File: config.mk
export PLATFORM = sky130hd
export DESIGN_NAME = uart_tx_chan
export DESIGN_NICKNAME = d
export VERILOG_FILES = /design/src/rtl/uart_tx_pkg.sv /design/src/rtl/tx_byte_queue.sv /design/src/rtl/baud_tick_gen.sv /design/src/rtl/tx_frame_shifter.sv /design/src/rtl/uart_tx_chan.sv
export SDC_FILE = /design/constraint.sdc
export NUM_CORES = 1
export LEC_CHECK = 0
export ABC_AREA = 1
export BUFFER_PORTS_ARGS = -buffer_cell sky130_fd_sc_hd__buf_4
export CAP_MARGIN = 10
export CORE_MARGIN = 2
export CORE_UTILIZATION = 65
export CTS_BUF_LIST = sky130_fd_sc_hd__clkbuf_2
export CTS_CLUSTER_SIZE = 40
export DETAILED_ROUTE_END_ITERATION = 8
export MAX_ROUTING_LAYER = met4
export PLACE_DENSITY = 0.83
export SLEW_MARGIN = 15
export SYNTH_ARGS = -nofsm -noshare
export SYNTH_HDL_FRONTEND = slang
export SYNTH_SLANG_ARGS = --single-unit
export TNS_END_PERCENT = 1
File: constraint.sdc
create_clock -name clk -period 8.7 [get_ports clk]
set_input_delay 1.74 -clock clk [delete_from_list [all_inputs] [get_ports clk]]
set_output_delay 1.74 -clock clk [all_outputs]
set_load 0.005 [all_outputs]
File: src/rtl/uart_tx_pkg.sv
package uart_tx_pkg;

    localparam int DATA_W     = 8;
    localparam int FRAME_MAX  = 12;
    localparam int FRAME_CW   = 4;
    localparam int OVERSAMPLE = 16;
    localparam int DIV_W      = 16;
    localparam int Q_DEPTH    = 16;

    typedef struct packed {
        logic [1:0] len_sel;
        logic       par_en;
        logic       par_even;
        logic       stop2;
    } fmt_t;

    typedef struct packed {
        logic [FRAME_MAX-1:0] bits;
        logic [FRAME_CW-1:0]  nbits;
    } frame_t;

    // Builds the line pattern, first bit in position 0; spare positions stay high.
    function automatic frame_t make_frame(input logic [DATA_W-1:0] d, input fmt_t f);
        frame_t             fr;
        logic [FRAME_CW-1:0] dl;
        logic [FRAME_CW-1:0] pos;
        logic               acc;
        fr.bits    = '1;
        fr.bits[0] = 1'b0;
        dl  = FRAME_CW'(f.len_sel) + FRAME_CW'(5);
        acc = 1'b0;
        for (int i = 0; i < DATA_W; i++) begin
            if (FRAME_CW'(i) < dl) begin
                fr.bits[i + 1] = d[i];
                acc = acc ^ d[i];
            end
        end
        pos = dl + FRAME_CW'(1);
        if (f.par_en) begin
            fr.bits[pos] = f.par_even ? acc : ~acc;
            pos = pos + FRAME_CW'(1);
        end
        pos = pos + (f.stop2 ? FRAME_CW'(2) : FRAME_CW'(1));
        fr.nbits = pos;
        return fr;
    endfunction

endpackage

File: src/rtl/tx_byte_queue.sv
module tx_byte_queue #(
    parameter int DEPTH = 16,
    parameter int W     = 8
) (
    input  logic                         clk,
    input  logic                         rst,
    input  logic                         push,
    input  logic [W-1:0]                 din,
    input  logic                         pop,
    output logic [W-1:0]                 dout,
    output logic [$clog2(DEPTH+1)-1:0]   count,
    output logic                         empty,
    output logic                         full
);
    localparam int AW = $clog2(DEPTH);
    localparam int CW = $clog2(DEPTH + 1);

    logic [W-1:0]  mem [DEPTH];
    logic [AW-1:0] wr_ptr, rd_ptr, wr_nx, rd_nx;
    logic          push_ok, pop_ok;

    assign empty   = (count == '0);
    assign full    = (count == CW'(DEPTH));
    assign push_ok = push && !full;
    assign pop_ok  = pop && !empty;
    assign dout    = mem[rd_ptr];

    generate
        if ((DEPTH & (DEPTH - 1)) == 0) begin : g_pow2
            assign wr_nx = wr_ptr + AW'(1);
            assign rd_nx = rd_ptr + AW'(1);
        end else begin : g_wrap
            assign wr_nx = (wr_ptr == AW'(DEPTH - 1)) ? '0 : wr_ptr + AW'(1);
            assign rd_nx = (rd_ptr == AW'(DEPTH - 1)) ? '0 : rd_ptr + AW'(1);
        end
    endgenerate

    always_ff @(posedge clk) begin
        if (push_ok) mem[wr_ptr] <= din;
    end

    always_ff @(posedge clk) begin
        if (rst) begin
            wr_ptr <= '0;
            rd_ptr <= '0;
            count  <= '0;
        end else begin
            if (push_ok) wr_ptr <= wr_nx;
            if (pop_ok)  rd_ptr <= rd_nx;
            case ({push_ok, pop_ok})
                2'b10:   count <= count + CW'(1);
                2'b01:   count <= count - CW'(1);
                default: count <= count;
            endcase
        end
    end

    AST_NO_OVERFLOW: assert property (@(posedge clk) disable iff (rst)
        count <= CW'(DEPTH)) else $error("queue count past depth");
    AST_FULL_DROP: assert property (@(posedge clk) disable iff (rst)
        (full && push && !pop) |=> $stable(count)) else $error("write into full queue stored");
endmodule

File: src/rtl/baud_tick_gen.sv
module baud_tick_gen #(
    parameter int DIV_W = 16
) (
    input  logic             clk,
    input  logic             rst,
    input  logic             restart,
    input  logic [DIV_W-1:0] divisor,
    output logic             tick
);
    logic [DIV_W-1:0] cnt;
    logic [DIV_W-1:0] limit;

    assign limit = (divisor == '0) ? '0 : divisor - DIV_W'(1);
    assign tick  = (cnt == limit);

    always_ff @(posedge clk) begin
        if (rst || restart)  cnt <= '0;
        else if (cnt >= limit) cnt <= '0;
        else                 cnt <= cnt + DIV_W'(1);
    end
endmodule

File: src/rtl/tx_frame_shifter.sv
module tx_frame_shifter
    import uart_tx_pkg::*;
(
    input  logic              clk,
    input  logic              rst,
    input  logic              tick,
    input  fmt_t              fmt,
    input  logic              q_empty,
    input  logic [DATA_W-1:0] q_head,
    output logic              load,
    output logic              frame_end,
    output logic              txd
);
    localparam int SUB_W = $clog2(OVERSAMPLE);

    logic                  busy;
    logic [FRAME_MAX-1:0]  sh;
    logic [FRAME_CW-1:0]   bits_left;
    logic [SUB_W-1:0]      sub;
    logic                  bit_end;
    frame_t                nxt;

    assign bit_end   = busy && tick && (sub == SUB_W'(OVERSAMPLE - 1));
    assign frame_end = bit_end && (bits_left == FRAME_CW'(1));
    assign load      = !q_empty && (!busy || frame_end);
    assign nxt       = make_frame(q_head, fmt);
    assign txd       = busy ? sh[0] : 1'b1;

    always_ff @(posedge clk) begin
        if (rst) begin
            busy      <= 1'b0;
            sh        <= '1;
            bits_left <= '0;
            sub       <= '0;
        end else if (load) begin
            busy      <= 1'b1;
            sh        <= nxt.bits;
            bits_left <= nxt.nbits;
            sub       <= '0;
        end else if (busy && tick) begin
            if (bit_end) begin
                sub       <= '0;
                sh        <= {1'b1, sh[FRAME_MAX-1:1]};
                bits_left <= bits_left - FRAME_CW'(1);
                if (bits_left == FRAME_CW'(1)) busy <= 1'b0;
            end else begin
                sub <= sub + SUB_W'(1);
            end
        end
    end

    AST_START_AFTER_LOAD: assert property (@(posedge clk) disable iff (rst)
        load |=> !txd) else $error("no start bit after load");
    AST_STOP_AT_END: assert property (@(posedge clk) disable iff (rst)
        frame_end |-> txd) else $error("last bit not a stop bit");
endmodule

File: src/rtl/uart_tx_chan.sv
module uart_tx_chan
    import uart_tx_pkg::*;
(
    input  logic        clk,
    input  logic        rst,
    input  logic        wr_en,
    input  logic [7:0]  wr_data,
    input  logic        iir_rd,
    input  logic [15:0] divisor,
    input  logic [1:0]  len_sel,
    input  logic        par_en,
    input  logic        par_even,
    input  logic        stop2,
    input  logic        dma_demand,
    input  logic        thre_ie,
    output logic        txd,
    output logic        thre,
    output logic        temt,
    output logic        irq,
    output logic        tx_rdy_n
);
    localparam int CW = $clog2(Q_DEPTH + 1);

    fmt_t              cfg;
    logic [DATA_W-1:0] head;
    logic [CW-1:0]     count;
    logic              q_empty, q_full;
    logic              load, frame_end, tick;
    logic              drains;

    assign cfg = '{len_sel: len_sel, par_en: par_en, par_even: par_even, stop2: stop2};

    tx_byte_queue #(.DEPTH(Q_DEPTH), .W(DATA_W)) u_queue (
        .clk(clk), .rst(rst), .push(wr_en), .din(wr_data), .pop(load),
        .dout(head), .count(count), .empty(q_empty), .full(q_full)
    );

    baud_tick_gen #(.DIV_W(DIV_W)) u_baud (
        .clk(clk), .rst(rst), .restart(load), .divisor(divisor), .tick(tick)
    );

    tx_frame_shifter u_shift (
        .clk(clk), .rst(rst), .tick(tick), .fmt(cfg), .q_empty(q_empty),
        .q_head(head), .load(load), .frame_end(frame_end), .txd(txd)
    );

    // Last byte leaves the queue with no write landing on the same edge.
    assign drains = load && !wr_en && (count == CW'(1));

    always_ff @(posedge clk) begin
        if (rst) begin
            thre <= 1'b1;
            temt <= 1'b1;
            irq  <= 1'b0;
        end else begin
            if (wr_en)       thre <= 1'b0;
            else if (drains) thre <= 1'b1;

            if (wr_en)                       temt <= 1'b0;
            else if (frame_end && !load)     temt <= 1'b1;

            if (drains && thre_ie)           irq <= 1'b1;
            else if (wr_en || iir_rd)        irq <= 1'b0;
        end
    end

    assign tx_rdy_n = dma_demand ? q_full : !q_empty;

    AST_THRE_CLEAR: assert property (@(posedge clk) disable iff (rst)
        wr_en |=> !thre) else $error("thre set after write");
    AST_TEMT_NEEDS_THRE: assert property (@(posedge clk) disable iff (rst)
        temt |-> thre) else $error("temt without thre");
    AST_IRQ_WRITE_CLEAR: assert property (@(posedge clk) disable iff (rst)
        wr_en |=> !irq) else $error("irq kept after write");
    AST_IDLE_MARK: assert property (@(posedge clk) disable iff (rst)
        temt |-> txd) else $error("line low while idle");
    AST_SINGLE_READY: assert property (@(posedge clk) disable iff (rst)
        (!dma_demand && thre) |-> !tx_rdy_n) else $error("single ready missing");
endmodule

==> flow_summary.yaml, run 1 <==
status:
  status: "finished, final reports clean"
cells_and_area:
  drive_above_1_share_pct: 8.61
  area_growth_pct: 5.70
  instances_no_fill: 1284
  final_nets: 1167
setup_path:
  start_kind: "primary input"
  crit_arrival_ns: 6.92
  critPathCaptureType: "flop"
  path_max_fanout: 29
  cpMaxStageDelayCell: "inv_1"
  worstPathRequired_ns: 9.39
  slowest_delay_ns: 0.58
  path_common_cell: "nand2_1"
  setup.worst_path.class: "primary input to flop"
clock_tree:
  hold_buffers: 0
  cts_buffers: 17
  clkTransAtPathRegs_ns: 0.25
  cts.sinks: 185
  clockBufferDepth: 2
  post-cts-setup-buffer-count: 0
  cts_resized: 0
  clkLatencyLatePin_ns: 0.78
  root_buffer: "clkbuf_2"
  cts_tree: "built"
  h-tree-depth: 4
global_route:
  grt_pass1_vias: 6455
  antenna_found_initial: 1
  grt_use_met2_pct: 42.2
  busiest_layer: "met2"
  gr-total-overflow: 0
  met1_usage_pct: 37.0
  grt.total_usage_pct: 27.2
  grt.met3_usage_pct: 5.22
  grt_start_max_net_pins: 72
  grt_pass1_wl_mm: 30.6
min_path:
  hold_class: "flop to flop"
drt:
  routed_wl_mm: 19.1
  drc: 0
  via_count: 7065
  wl_per_cell_um: 14.8
  firstDrtPassIters: 6
  drt_iter0_drc: 703
  postRouteAntennaNets: 0
  via_per_inst: 5.50
synthesis:
  syn_area_per_cell_um2: 8.75
  synth_fp_nets: 1144
  synth_compound_area_share_pct: 6.26
  netlist_area_um2: 9340
  synthAdderAreaFrac_pct: 5.71
  synthXorXnorAreaFrac_pct: 1.69
  synthSimpleGateAreaFrac_pct: 24.6
  synth_seq_area_share_pct: 53.4
  synth.distinct_cells: 37
  synth.area.mux_share_pct: 0
  yosysWarnings: 0
  synth_top_family_by_area: "simple AND/OR/NAND/NOR gates"
  ys_ff_latch: 185
  syn_inst: 1067
sta:
  hold_viol: 0
  finalSetupViolCount: 0
  worst_pin_slew_ns: 1.01
  finalClockSkew_ns: 0.0284
  drv_slew: 0
  rsz0062_at_grt: "no"
  post-route-period-util_pct: 71.6
  fin_crit_ns: 6.23
  fin_hold_ws_ns: 0.489
  fmax_mhz: 161
  slew_headroom_pct: 32.3
  setup_tns_ns: 0
power_and_ir_drop:
  power_switching_share_pct: 40.7
  clockPowerShare_pct: 18.0
  pwr-share-seq_pct: 44.8
  vdd_ir_drop_max_uv: 133
  powerDensity_nw_per_um2: 238
  p_leak_nw: 4.28
  p_switching_mw: 0.955
  p_int_mw: 1.39
  comb_power_share_pct: 37.3
place:
  finalWeightedCongestion: 0.852
  portBuffers: 39
  dp_hpwl_mm: 12.6
  dpl.cell_count: 1251
die:
  core_um2: 13900
  die_w_um: 124
  die_h_um: 124
  initial_core_util_pct: 67.0
  rows: 43
  die-area_um2: 15300
  ioPinCount: 40
run:
  cap_violations: 0
[power groups by stage]
stage | registers (mW) | logic, mW | clock network (mW)
3_3_place_gp | 1.07 | 0.843 | 0
5_1_grt | 1.06 | 0.988 | 0.462
2_1_floorplan | 1.06 | 0.708 | 0
4_1_cts | 1.05 | 0.868 | 0.424
6_report | 1.05 | 0.875 | 0.421
3_5_place_dp | 1.07 | 0.867 | 0
[worst max-delay path: cells and delay by family]
kind	cells	cell delay [ns]
buffers and inverters	5	0.89
AND/OR/NAND/NOR	16	2.97
AO/OA/AOI/OAI	4	0.47
adder cells (fa/ha/maj)	3	0.84
[logic make-up after synthesis]
logic type / Yosys count
xor+xnor: 18
fa+ha+maj: 42
flops: 185
simple gates: 533
compound gates: 107
buf+inv: 182
[placed cells by master (no fill, tap or decap), types with 9 or more instances in the layout]
cell type / instances
clkbuf_2: 17
buf_4: 41
nand3_1: 105
ha_1: 41
a21oi_1: 36
nor3b_1: 9
nand2_1: 273
o21ai_0: 45
inv_1: 140
nor3_1: 19
dfxtp_1: 56
xor2_1: 15
nor2_1: 96
edfxtp_1: 128
[final cells by class]
class,count,area [um2]
clock inverters,15,141
clock buffers,17,85.1
flip-flops and latches,185,4990
well taps,180,225
fillers,1069,4070
multi-input cells,700,3580
repair buffers,41,308
inverters,145,544
diodes,1,2.50
[per-stage QoR]
stage	total power, mW	util, %	area (um2)	setup WS, ns
2_1_floorplan	1.77	-	9340	3.07
3_3_place_gp	1.91	69.2	9640	1.87
3_5_place_dp	1.94	69.2	9640	1.70
4_1_cts	2.34	70.8	9870	2.55
5_1_grt	2.51	70.8	9870	1.80
6_report	2.35	70.8	9870	2.47
[cells in the mapped netlist (all sizes together)]
library cell  number  area share (%)
a21oi             36             1.9
a31oi              5            0.34
xor2              15             1.4
o211ai             7            0.56
fa                 1            0.21
o221ai             1           0.094
o211a              1            0.11
edfxtp           128              41
buf               30             2.2
nor3b              9            0.72
xnor2              3            0.28
o21ai             52             2.8
a211o              1           0.094
nand3b             4            0.32
clkbuf             7            0.28
o31ai              1           0.080
nand4              6            0.40
a21boi             1           0.080
nor4               3            0.20
nand2            278              11
dfxtp             57              12
nor2             100             4.2
o2111ai            2            0.19
ha                41             5.5
nor3              19             1.0
or2                6            0.40
nand3            108             6.0
inv              145             5.8
[flip-flops by register name (all words and copies together), names as in the netlist, named ones only]
name	cells
u_baud.cnt	16
irq	1
temt	1
u_shift.sh	12
thre	1
u_shift.sub	4
u_queue.count	5
u_queue.mem	128
u_queue.rd_ptr	4
u_shift.bits_left	4
u_shift.busy	1
u_queue.wr_ptr	4
[metal layers]
layer,share of wire (%),up-vias
met5,0,-
met4,1.6,0
met3,8.3,31
met2,47,274
met1,43,3214
li1,-,3546
[final timing paths]
path	from	endpoint	slack, ns	cells after the start
max	divisor[0]	u_queue.count[3]	2.47	28
min	u_queue.rd_ptr[3]	u_queue.rd_ptr[3]	0.49	2
max reg2reg	u_baud.cnt[5]	u_queue.count[3]	4.64	16
min reg2reg	u_queue.rd_ptr[3]	u_queue.rd_ptr[3]	0.49	2
(Power assumes the default switching activity.)
==> inputs of run 2 (changes only) <==
- CORE_UTILIZATION: 65 -> 64
- PLACE_DENSITY: 0.83 -> 0.82
- clock period: 8.7 -> 6.2 ns (I/O delays scaled with it)
==> flow_summary.yaml, run 2 (synthesized netlist as in run 1, its figures left out) <==
clock_tree:
  cts.sinks: 185
  cts_tree: "built"
  cts_resized: 0
  root_buffer: "clkbuf_2"
  clkTransAtPathRegs_ns: 0.24
  clkLatencyLatePin_ns: 0.75
  hold_buffers: 0
  h-tree-depth: 4
  cts_buffers: 17
  clockBufferDepth: 2
  post-cts-setup-buffer-count: 0
sta:
  post-route-period-util_pct: 81.4
  fmax_mhz: 198
  drv_slew: 0
  finalClockSkew_ns: 0.0264
  hold_viol: 0
  slew_headroom_pct: 27.7
  rsz0062_at_grt: "no"
  setup_tns_ns: 0
  fin_ws_ns: 1.15
  fin_hold_ws_ns: 0.498
  finalSetupViolCount: 0
  fin_crit_ns: 5.05
  worst_pin_slew_ns: 1.08
setup_path:
  crit_arrival_ns: 5.72
  path_common_cell: "nand2_1"
  start_kind: "primary input"
  slowest_delay_ns: 0.43
  path_max_fanout: 13
  setup.worst_path.class: "primary input to flop"
  worstPathRequired_ns: 6.87
  critPathCaptureType: "flop"
  cpMaxStageDelayCell: "nor3_1"
cells_and_area:
  fillers: 1119
  area_growth_pct: 5.57
  final_area_um2: 9860
  drive_above_1_share_pct: 8.88
  top_regs: "u_queue.mem x128, u_baud.cnt x16, u_shift.sh x12"
  mostFrequentLayoutCells: "273 x nand2_1, 140 x inv_1, 128 x edfxtp_1, 105 x nand3_1, 96 x nor2_1"
  finish.utilization_pct: 68.6
  mostFrequentLayoutCell: "nand2_1"
  register_area_um2: 4990
  instances_no_fill: 1289
  largest_register_ffs: 128
  multiInputGateArea_um2: 3580
  final_nets: 1168
  largest_register: "u_queue.mem"
run:
  cap_violations: 0
die:
  die-area_um2: 15600
  core_um2: 14400
  die_w_um: 125
  die_h_um: 125
  rows: 44
  initial_core_util_pct: 65.0
  ioPinCount: 40
place:
  dpl_cell_area_um2: 9650
  portBuffers: 39
  dpl.cell_count: 1256
  finalWeightedCongestion: 0.848
  pre_cts_slack_ns: 0.372
  dp_hpwl_mm: 12.6
global_route:
  gr-total-overflow: 0
  grt.total_usage_pct: 26.1
  grt_start_max_net_pins: 72
  antenna_found_initial: 1
  grt_pass1_vias: 6428
  grt_pass1_wl_mm: 31.4
drt:
  firstDrtPassIters: 5
  drc: 0
  via_per_inst: 5.45
  via_count: 7029
  drt_iter0_drc: 748
  routed_wl_mm: 19.0
  postRouteAntennaNets: 0
  wl_per_cell_um: 14.7
power_and_ir_drop:
  p_leak_nw: 4.27
  vdd_ir_drop_max_uv: 174
  powerDensity_nw_per_um2: 332
  totalPowerFinal_mw: 3.27
min_path:
  hold_class: "flop to flop"
status:
  status: "finished, final reports clean"
==> run 2: cell types whose count changed in the layout (fill, tap and decap cells not counted) <==
cell	previous run	this run
clkbuf_2	17	19
clkinv_1	2	0
inv_6	4	6
inv_8	4	2
buf_4	41	42
bufinv_16	1	0
clkinv_4	1	2
==> run 2: worst paths after layout <==
check,start,end,slack (ns),depth (start not counted)
max,divisor[0],u_queue.count[3],1.15,28
min,u_baud.cnt[0],u_baud.cnt[0],0.50,1
max reg2reg,flop,u_shift.sh[10],2.77,16
min reg2reg,u_baud.cnt[0],u_baud.cnt[0],0.50,1
==> run 2: cell type report <==
class	count	area share, %
Clock inverter	13	1.09
Tap cell	184	2.34
Sequential cell	185	50.6
Clock buffer	19	0.965
Timing Repair Buffer	42	3.20
Antenna cell	1	0.0254
Multi-Input combinational cell	700	36.3
Inverter	145	5.52
==> run 2: power breakdown <==
| part | total (mW) | switching [mW] | internal [mW] |
|---|---|---|---|
| Sequential | 1.48 | 0.0584 | 1.42 |
| Clock | 0.549 | 0.427 | 0.122 |
| Combinational | 1.25 | 0.865 | 0.384 |
==> run 2: worst max-delay path, delay by kind of cell <==
kind                     cells  cell delay [ns]
AO/OA/AOI/OAI                4             0.44
adder cells (fa/ha/maj)      3             0.83
buffers and inverters        5             0.65
AND/OR/NAND/NOR             16             2.59
==> run 2: routing by layer <==
layer,up-vias,part of all wire [%],track usage [%]
met5,-,0,-
met4,0,1.1,5.75
met3,19,8.1,6.06
met2,267,47,39.3
met1,3198,44,36.5
li1,3545,-,-
